**config.mk**
```make
export PLATFORM = sky130hd
export DESIGN_NAME = audio_bclk_ws_gen
export DESIGN_NICKNAME = d
export VERILOG_FILES = /design/src/rtl/audio_clk_pkg.sv /design/src/rtl/audio_bclk_div.sv /design/src/rtl/audio_slot_seq.sv /design/src/rtl/audio_bclk_ws_gen.sv
export SDC_FILE = /design/constraint.sdc
export NUM_CORES = 1
export LEC_CHECK = 0
export CAP_MARGIN = 5
export CORE_MARGIN = 1.5
export CORE_UTILIZATION = 40
export CTS_CLUSTER_SIZE = 10
export DETAILED_ROUTE_END_ITERATION = 7
export GPL_TIMING_DRIVEN = 0
export PLACE_DENSITY = 0.63
export SLEW_MARGIN = 20
export SYNTH_ARGS = -nofsm -noshare
export SYNTH_HDL_FRONTEND = slang
export SYNTH_SLANG_ARGS = --single-unit
export TNS_END_PERCENT = 100
```
**constraint.sdc**
```tcl
create_clock -name clk -period 3 [get_ports clk]
set_input_delay 0.6 -clock clk [delete_from_list [all_inputs] [get_ports clk]]
set_output_delay 0.6 -clock clk [all_outputs]
set_load 0.01 [all_outputs]
```
**src/rtl/audio_clk_pkg.sv**
```systemverilog
// Shared types for the serial audio clock generator.
// Assumes: channel encoding matches the word-select line level.
package audio_clk_pkg;
    typedef enum logic {
        CH_LEFT  = 1'b0,
        CH_RIGHT = 1'b1
    } chan_e;
endpackage

```
**src/rtl/audio_bclk_div.sv**
```systemverilog
// Bit-clock divider: toggles bclk every max(half_div,1) system clocks while
// enabled and marks each edge with a registered strobe. It also gives a
// combinational look-ahead of the falling edge for the slot sequencer.
// Assumes: half_div may change at any time; a smaller value takes effect
// at once because the count compares with >=.
module audio_bclk_div #(
    parameter int DIV_W = 8
) (
    input  logic             clk,
    input  logic             rst_n,
    input  logic             en,
    input  logic [DIV_W-1:0] half_div,
    output logic             bclk,
    output logic             rise_stb,
    output logic             fall_stb,
    output logic             fall_next
);
    logic [DIV_W-1:0] cnt;
    logic [DIV_W-1:0] lim;
    logic             hit;

    // Last count value of a phase, with 0 treated as a one-cycle phase.
    always_comb begin
        lim       = (half_div == '0) ? '0 : half_div - 1'b1;
        hit       = en && (cnt >= lim);
        fall_next = hit && bclk;
    end

    // Phase counter, bit clock and edge strobes.
    always_ff @(posedge clk) begin
        if (!rst_n || !en) begin
            cnt      <= '0;
            bclk     <= 1'b0;
            rise_stb <= 1'b0;
            fall_stb <= 1'b0;
        end else if (hit) begin
            cnt      <= '0;
            bclk     <= ~bclk;
            rise_stb <= ~bclk;
            fall_stb <= bclk;
        end else begin
            cnt      <= cnt + 1'b1;
            rise_stb <= 1'b0;
            fall_stb <= 1'b0;
        end
    end

    assert_rise_edge_R3: assert property (@(posedge clk) disable iff (!rst_n)
        rise_stb |-> (bclk && !$past(bclk)));
    assert_fall_edge_R3: assert property (@(posedge clk) disable iff (!rst_n)
        fall_stb |-> (!bclk && $past(bclk)));
endmodule

```
**src/rtl/audio_slot_seq.sv**
```systemverilog
// Slot sequencer: advances one bit period on each falling bit-clock edge.
// It tracks the channel and bit index of the period about to start, and
// drives word select to the channel of the period after that, which places
// each change one bit period ahead of the slot's first bit.
// Assumes: fall_tick is a single-cycle look-ahead of the bclk falling edge.
module audio_slot_seq
    import audio_clk_pkg::*;
#(
    parameter int SLOT_W = 6
) (
    input  logic              clk,
    input  logic              rst_n,
    input  logic              en,
    input  logic              fall_tick,
    input  logic [SLOT_W-1:0] left_len,
    input  logic [SLOT_W-1:0] right_len,
    output logic              ws,
    output logic              ws_stb,
    output logic              msb_stb
);
    chan_e             cur_ch;
    chan_e             nxt_ch;
    logic [SLOT_W-1:0] cur_pos;
    logic [SLOT_W-1:0] nxt_pos;
    logic [SLOT_W-1:0] len_m1;
    logic [SLOT_W-1:0] sel_len;

    // Next channel and position after the period that is starting now.
    always_comb begin
        sel_len = (cur_ch == CH_LEFT) ? left_len : right_len;
        len_m1  = (sel_len == '0) ? '0 : sel_len - 1'b1;
        if (cur_pos >= len_m1) begin
            nxt_ch  = (cur_ch == CH_LEFT) ? CH_RIGHT : CH_LEFT;
            nxt_pos = '0;
        end else begin
            nxt_ch  = cur_ch;
            nxt_pos = cur_pos + 1'b1;
        end
    end

    // Slot state, word select and slot strobes.
    always_ff @(posedge clk) begin
        if (!rst_n || !en) begin
            cur_ch  <= CH_LEFT;
            cur_pos <= '0;
            ws      <= 1'b0;
            ws_stb  <= 1'b0;
            msb_stb <= 1'b0;
        end else if (fall_tick) begin
            cur_ch  <= nxt_ch;
            cur_pos <= nxt_pos;
            ws      <= nxt_ch;
            ws_stb  <= (nxt_ch != chan_e'(ws));
            msb_stb <= (cur_pos == '0);
        end else begin
            ws_stb  <= 1'b0;
            msb_stb <= 1'b0;
        end
    end

    assert_ws_on_fall_R6: assert property (@(posedge clk) disable iff (!rst_n)
        ($past(en) && (ws != $past(ws))) |-> $past(fall_tick));
endmodule

```
**src/rtl/audio_bclk_ws_gen.sv**
```systemverilog
// Top of the stereo serial audio timing master: a bit-clock divider feeding
// a slot sequencer that produces word select and per-slot strobes.
// Assumes: all configuration inputs are synchronous to clk; change them
// while en is low for a clean frame.
module audio_bclk_ws_gen #(
    parameter int DIV_W  = 8,
    parameter int SLOT_W = 6
) (
    input  logic              clk,
    input  logic              rst_n,
    input  logic              en,
    input  logic [DIV_W-1:0]  half_div,
    input  logic [SLOT_W-1:0] left_len,
    input  logic [SLOT_W-1:0] right_len,
    output logic              bclk,
    output logic              ws,
    output logic              bclk_rise,
    output logic              bclk_fall,
    output logic              ws_toggle,
    output logic              slot_start
);
    logic fall_next;

    audio_bclk_div #(.DIV_W(DIV_W)) u_div (
        .clk       (clk),
        .rst_n     (rst_n),
        .en        (en),
        .half_div  (half_div),
        .bclk      (bclk),
        .rise_stb  (bclk_rise),
        .fall_stb  (bclk_fall),
        .fall_next (fall_next)
    );

    audio_slot_seq #(.SLOT_W(SLOT_W)) u_seq (
        .clk       (clk),
        .rst_n     (rst_n),
        .en        (en),
        .fall_tick (fall_next),
        .left_len  (left_len),
        .right_len (right_len),
        .ws        (ws),
        .ws_stb    (ws_toggle),
        .msb_stb   (slot_start)
    );

    assert_edges_exclusive_R3: assert property (@(posedge clk) disable iff (!rst_n)
        $onehot0({bclk_rise, bclk_fall}));
    assert_slot_on_fall_R7: assert property (@(posedge clk) disable iff (!rst_n)
        slot_start |-> bclk_fall);
    assert_toggle_on_fall_R8: assert property (@(posedge clk) disable iff (!rst_n)
        ws_toggle |-> bclk_fall);
    assert_idle_when_off_R10: assert property (@(posedge clk) disable iff (!rst_n)
        !en |=> (!bclk && !ws && !bclk_rise && !slot_start));
endmodule

```
==> results of run 1 <==
==> layout make-up <==
class | count | area share [%]
clock buffer | 3 | 1.89
timing repair buffer | 36 | 16.3
multi-input combinational | 156 | 57.3
buffer | 1 | 0.516
tap | 48 | 2.75
inverter | 8 | 1.38
clock inverter | 1 | 1.38
sequential | 20 | 18.5
==> power by group <==
group          internal [W]  switching (W)  leakage [nW]  total, W
combinational     0.0000631      0.0000599         0.695  0.000123
sequential         0.000266     0.00000148         0.162  0.000267
clock              0.000178      0.0000958        0.0357  0.000274
total              0.000507       0.000157         0.893  0.000665
==> worst max-delay path by stage <==
stage | endpoint | cells after the start
2_1_floorplan | u_seq.cur_pos[4] | 11
3_3_place_gp | u_seq.cur_ch | 12
3_5_place_dp | u_seq.cur_ch | 12
4_1_cts | u_seq.cur_ch | 11
5_1_grt | u_seq.cur_ch | 11
6_report | u_seq.cur_ch | 10
==> through the flow <==
stage	hold WS, ns	util, %	setup slack, ns	TNS [ns]	std cells
floorplan	0.426	-	0.0747	0	186
finish	0.468	59.2	0.0534	0	273
CTS	0.470	55.5	0.0138	0	267
global placement	0.443	51.7	-0.505	-7.90	262
detailed placement	0.451	51.7	-0.599	-9.66	262
global route	0.487	59.2	0.00573	0	273
==> layer usage <==
layer / vias to the layer above / GRT usage (%) / wire (um)
met2: 22 / 34.7 / 2090
met5: - / 0 / 0
met4: 0 / 4.95 / 60
met3: 9 / 4.79 / 115
li1: 759 / - / -
met1: 697 / 20.9 / 1730
==> synth_stat cells, types with 2 or more instances <==
cell type	count	area, um^2
xor2_1	6	52.6
nand3_1	11	55.1
inv_1	8	30.0
o21a_1	2	15.0
nor4_1	3	18.8
and3_1	6	37.5
o21ai_2	3	26.3
ha_1	19	238
or3_1	7	43.8
mux2i_1	5	50.1
a21oi_1	10	50.1
dfxtp_1	20	400
xnor2_1	5	43.8
nand2b_1	6	37.5
nor2_1	12	45.0
a22oi_1	4	30.0
nor2b_1	5	31.3
nand2_1	17	63.8
o21ai_1	2	10.0
o22ai_1	4	25.0
o211ai_1	2	15.0
nor3_1	6	30.0
o21ai_0	4	20.0
and2_1	2	12.5
==> repair_timing <==
action / in CTS / in global routing
hold buffers: 0 / 0
hold endpoints to repair: 0 / 0
buffers inserted: 2 / 6
gates cloned: 0 / 0
setup endpoints to repair: 18 / 18
resized for setup: 24 / 28
pin swaps: 8 / 18
==> sequential cells by signal (all words and copies together), names as in the netlist <==
name,flops
u_seq.msb_stb,1
u_seq.cur_ch,1
u_seq.ws_stb,1
u_seq.cur_pos,6
u_div.bclk,1
u_div.cnt,8
u_div.rise_stb,1
u_div.fall_stb,1
==> cell families (layout without fill, tap and decap cells) <==
kind of cell | after synthesis | in the layout
buffers and inverters | 10 | 49
AND/OR/NAND/NOR | 79 | 79
adder cells (fa/ha/maj) | 19 | 19
multiplexers | 6 | 6
XOR/XNOR | 11 | 11
AO/OA/AOI/OAI | 41 | 41
flip-flops | 20 | 20
==> critical path, cell delays in order <==
cell and delay, ns:
dlygate4sd2_1 0.26, or3_1 0.37, or3_4 0.37, and2_4 0.15
ha_1 0.27, and3_4 0.18, o21ai_4 0.08, a211o_4 0.39
a2111o_1 0.43, o21ai_2 0.06
==> metrics.md, run 1 <==
| Metric | Value |
|---|---|
| Cells after synthesis | 186 |
| Worst clock skew | 0.0106 ns |
| Max Buffers Root-to-Sink | 2 |
| H-tree Lvls | 1 |
| Vias in the first global route | 1434 |
| Run status | finished, final reports clean |
| Vias after detailed routing | 1487 |
| Root buffer cell | clkbuf_8 |
| Library cells used by synthesis | 41 |
| P_leak | 0.893 nW |
| ANT cells | 0 |
| Max-slew violation count | 0 |
| Pin count of the biggest net entering global routing | 13 |
| R2R Setup Slk | 0.20 ns |
| NumNets Final | 268 |
| Primary FF master, synth | dfxtp_1 |
| Vias/cell | 5.45 |
| Syn_nets | 228 |
| Multi-input gate area | 1250 um^2 |
| Post-route ant nets | 0 |
| Max Clk Rate | 0.339 GHz |
| Syn_area_per_cell | 8.35 um^2 |
| Ports | 29 |
| Fillers | 330 |
| CTS tree | done |
| Max-Cap Viols | 0 |
| Sequential share of the synthesized area | 25.8% |
| First-pass GRT wire length | 6200 um |
| Worst Hold Path Cells | 1 |
| CP Class | input port to register |
| Normalized max-slew margin | 71.1% |
| Placed Area | 1910 um^2 |
| Hpwl dp | 2970 um |
| Final period utilization | 98.2% |
| Complex-gate fraction of the synthesized area | 19.6% |
| Post-Synth Simple-Gate Area | 25.9% |
| Yosys Warn Count | 0 |
| Worst Setup End Kind | register |
| HP Start | u_div.cnt[0] |
| Final-report hold violation count | 0 |
| Worst reg2reg path startpoint | u_seq.cur_ch |
| Layout area overhead | 40.5% |
| Final Cell Area | 2180 um^2 |
| Async SR Flop Fraction | 0% |
| PortBufs | 28 |
| # setup viols final | 0 |
| Initial antenna violation count | 0 |
| PwrDens | 304 nW/um^2 |
| Max FO, Critical Path | 8 |
| Register Area | 404 um^2 |
| R2R Path End | u_seq.cur_pos[3] |
| Mapped cell area | 1550 um^2 |
| GPL Wtd Cong | 0.796 |
| Core area | 3690 um^2 |
| Post-synth EDFFs | 0 |
| Synth Register Bits | 20 |
| Total Routing Usage GR | 18.7% |
| Largest family of logic cells by synthesized area | simple AND/OR/NAND/NOR gates |
| CP Launch Point | half_div[6] |
| Slew @ Worst Pin | 0.433 ns |
| Total gr overflow | 0 |
| Hold Path Class | register to register |
| Mux share of post-synthesis cell area | 4.67% |
| Xor/xnor share of the synthesized area | 6.20% |
| CTS Sinks | 20 |
| CP arrival | 3.15 ns |
| Number of buffers created by CTS | 3 |
| Rows | 22 |
| Clock-pin slew on the worst setup and hold paths | 0.08 ns |
| Startpoint types | input port |
| Share of cells above drive strength 1 | 20.9% |
| WL per Instance | 14.6 um |
| RSZ-0062 raised after global routing | false |
| Initial DRC count | 41 |
| Drt drc | 0 |
| Final wirelength | 3990 um |
| Total power | 0.000665 W |
| Die height | 65.3 um |
| Fraction of the mapped netlist area in adder cells | 15.3% |
| Peak VDD IR | 0.000320 V |
| Crit path required time | 3.20 ns |
| Worst reg-to-reg path cell count | 12 |
| TritonRoute pass-1 iters | 4 |
| DIE AREA | 4270 um^2 |
| Most frequent cells in the layout | 19 x dfxtp_1, 17 x ha_1, 15 x nand2_1 |
| Clock Latency Late Sink | 0.27 ns |
| Crit path time final | 2.95 ns |
| Hold EP | u_div.cnt[0] |
| Starting Density | 42.1% |
| Die width | 65.3 um |
| Commonest non-fill, non-tap cell in the layout | dfxtp_1 |
(Power assumes the default switching activity.)
==> run 2, diff against run 1 <==
--- a/config.mk
+++ b/config.mk
@@ -8,9 +8,9 @@
 export CAP_MARGIN = 5
 export CORE_MARGIN = 1.5
-export CORE_UTILIZATION = 40
+export CORE_UTILIZATION = 47
 export CTS_CLUSTER_SIZE = 10
 export DETAILED_ROUTE_END_ITERATION = 7
 export GPL_TIMING_DRIVEN = 0
-export PLACE_DENSITY = 0.63
+export PLACE_DENSITY = 0.78
 export SLEW_MARGIN = 20
 export SYNTH_ARGS = -nofsm -noshare
==> constraint.sdc (replaced) <==
create_clock -name clk -period 3 [get_ports clk]
set_input_delay 0.9 -clock clk [delete_from_list [all_inputs] [get_ports clk]]
set_output_delay 0.9 -clock clk [all_outputs]
set_load 0.01 [all_outputs]
==> metrics.md, run 2 (synthesized netlist as in run 1, its figures left out) <==
| Metric | Value |
|---|---|
| Run status | finished, violations left |
| Failing checks | negative setup slack |
| Total Routing Usage GR | 21.7% (+3.1 points) |
| Max-slew violation count | 0 (unchanged) |
| Largest register by flop count | u_div.cnt |
| Total gr overflow | 0 (unchanged) |
| Worst clock skew | 0.00583 ns (-0.00476 ns) |
| Clock Latency Late Sink | 0.30 ns (+0.03 ns) |
| Setup slack after layout | -0.0197 ns (-0.0731 ns) |
| PwrDens | 235 nW/um^2 (-23%) |
| Clock-pin slew on the worst setup and hold paths | 0.10 ns (+0.02 ns) |
| Final-report hold violation count | 0 (unchanged) |
| P_leak | 0.911 nW (+2.1%) |
| Rows | 20 (-9.1%) |
| CTS Sinks | 20 (unchanged) |
| Share of the core filled with cells | 74.5% (+15 points) |
| Fillers | 243 (-26%) |
| Cell mode on critical path | or3_4 |
| Hpwl dp | 2440 um (-18%) |
| Max Clk Rate | 0.331 GHz (-2.4%) |
| Vias after detailed routing | 1534 (+3.2%) |
| PortBufs | 28 (unchanged) |
| Final wirelength | 3840 um (-3.8%) |
| Max FFs per register | 8 (unchanged) |
| H-tree Lvls | 1 (unchanged) |
| CP Class | input port to register |
| DIE AREA | 3660 um^2 (-14%) |
| Final Cell Area | 2310 um^2 (+5.9%) |
| Largest registers | u_div.cnt (8), u_seq.cur_pos (6) |
| Number of buffers created by CTS | 3 (unchanged) |
| GPL Wtd Cong | 0.782 (-1.8%) |
| Hold Path Class | register to register |
| Final period utilization | 101% (+2.4 points) |
| Vias/cell | 5.46 (+0.22%) |
| Hold-fix buffers at CTS | 0 (unchanged) |
| Crit path time final | 3.02 ns (+0.0731 ns) |
| Peak VDD IR | 0.000124 V (-61%) |
| Layout area overhead | 48.8% |
| CP Cell Sequence | buf_6 > or3_4 > or3_4 > buf_6 > nand2b_4 > ha_4 > nor2b_4 > o31ai_4 > a21oi_2 > or3_4 > nor2_1 |
| Normalized max-slew margin | 75.7% (+4.6 points) |
| Die height | 60.5 um (-7.4%) |
| Placed Area | 1910 um^2 (+0.20%) |
| Initial DRC count | 40 (-2.4%) |
| Most frequent cells in the layout | 19 x dfxtp_1, 18 x buf_4, 15 x nand2_1 |
| Max-Cap Viols | 0 (unchanged) |
| Starting Density | 50.1% (+8.0 points) |
| WL per Instance | 13.7 um (-6.6%) |
| TritonRoute pass-1 iters | 6 (+2) |
| Startpoint types | input port |
| CTS tree | done |
| Root buffer cell | clkbuf_4 |
| Slowest stage delay, CP | 0.44 ns (about the same) |
| Worst Setup End Kind | register |
| # setup viols final | 5 (+5) |
| Slew @ Worst Pin | 0.364 ns (-0.0688 ns) |
| Crit path required time | 3.24 ns (+0.04 ns) |
| Post-route ant nets | 0 (unchanged) |
| RSZ-0062 raised after global routing | true |
| Slowest-stage cell, CP | or3_4 |
| Pre-CTS setup slack | -0.764 ns (-0.165 ns) |
| Max Buffers Root-to-Sink | 2 (unchanged) |
| CP arrival | 3.26 ns (+0.11 ns) |
| Drt drc | 0 (unchanged) |
| NumNets Final | 281 (+4.9%) |
| Pin count of the biggest net entering global routing | 11 (-2) |
| Initial antenna violation count | 0 (unchanged) |
| ANT cells | 0 (unchanged) |
| Vias in the first global route | 1419 (-1.0%) |
| Commonest non-fill, non-tap cell in the layout | dfxtp_1 |
| Core area | 3100 um^2 (-16%) |
| Ports | 29 (unchanged) |
| Die width | 60.5 um (-7.4%) |
| Max FO, Critical Path | 7 (-1) |
| First-pass GRT wire length | 6150 um (-0.90%) |
| Share of cells above drive strength 1 | 37.1% (+16 points) |
[run 2: worst max-delay path: cells and delay by family]
family	cells	cell delay (ns)
adders and majority gates	1	0.20
buffers and inverters	2	0.22
AOI/OAI and AO/OA	2	0.46
and+or+nand+nor	6	1.47
[run 2: area by class of cell]
class | instances | area [um^2] | share of cell area (%)
clock buffers | 3 | 22.5 | 0.974
inverters | 8 | 30.0 | 1.30
multi-input cells | 156 | 1370 | 59.3
repair buffers | 49 | 422 | 18.2
well taps | 44 | 55.1 | 2.38
plain buffers | 1 | 7.51 | 0.325
flip-flops and latches | 20 | 404 | 17.5
[run 2: worst paths after layout]
kind | from | end | slack [ns] | cells past startpoint
setup / recovery | half_div[5] | u_div.cnt[3] | -0.02 | 11
hold / removal | u_div.cnt[0] | u_div.cnt[0] | 0.47 | 1
setup reg to reg | u_seq.cur_ch | u_seq.cur_pos[2] | 0.16 | 13
hold reg to reg | u_div.cnt[0] | u_div.cnt[0] | 0.47 | 1
[run 2: per-stage QoR]
| step | cells | TNS, ns | hold slack, ns | total power, W |
|---|---|---|---|---|
| finish | 281 | -0.0416 | 0.467 | 0.000544 |
| global route | 281 | -0.555 | 0.493 | 0.000569 |
| CTS | 275 | -0.128 | 0.481 | 0.000521 |
| detailed placement | 258 | -13.57 | 0.457 | 0.000381 |
| global placement | 258 | -12.71 | 0.442 | 0.000379 |
| floorplan | 186 | -0.362 | 0.426 | 0.000334 |
[run 2: power breakdown]
| group | internal (W) | switching, W |
|---|---|---|
| registers | 0.000266 | 0.00000194 |
| logic | 0.0000798 | 0.0000688 |
| clock network | 0.0000469 | 0.0000804 |
[run 2: per-layer routing]
layer,GRT usage (%),up-vias,share of wire [%]
li1,-,785,-
met1,30.8,703,48
met2,34.3,40,47
met3,2.99,6,3.7
met4,7.14,0,1.4
met5,0,-,0
[run 2: what timing repair did]
action                                  4_1_cts  5_1_grt
cloned                                        1        0
buffers inserted                             14        7
endpoints found under the setup margin       20       20
resized for setup                            69       37
pin swaps                                    22       25
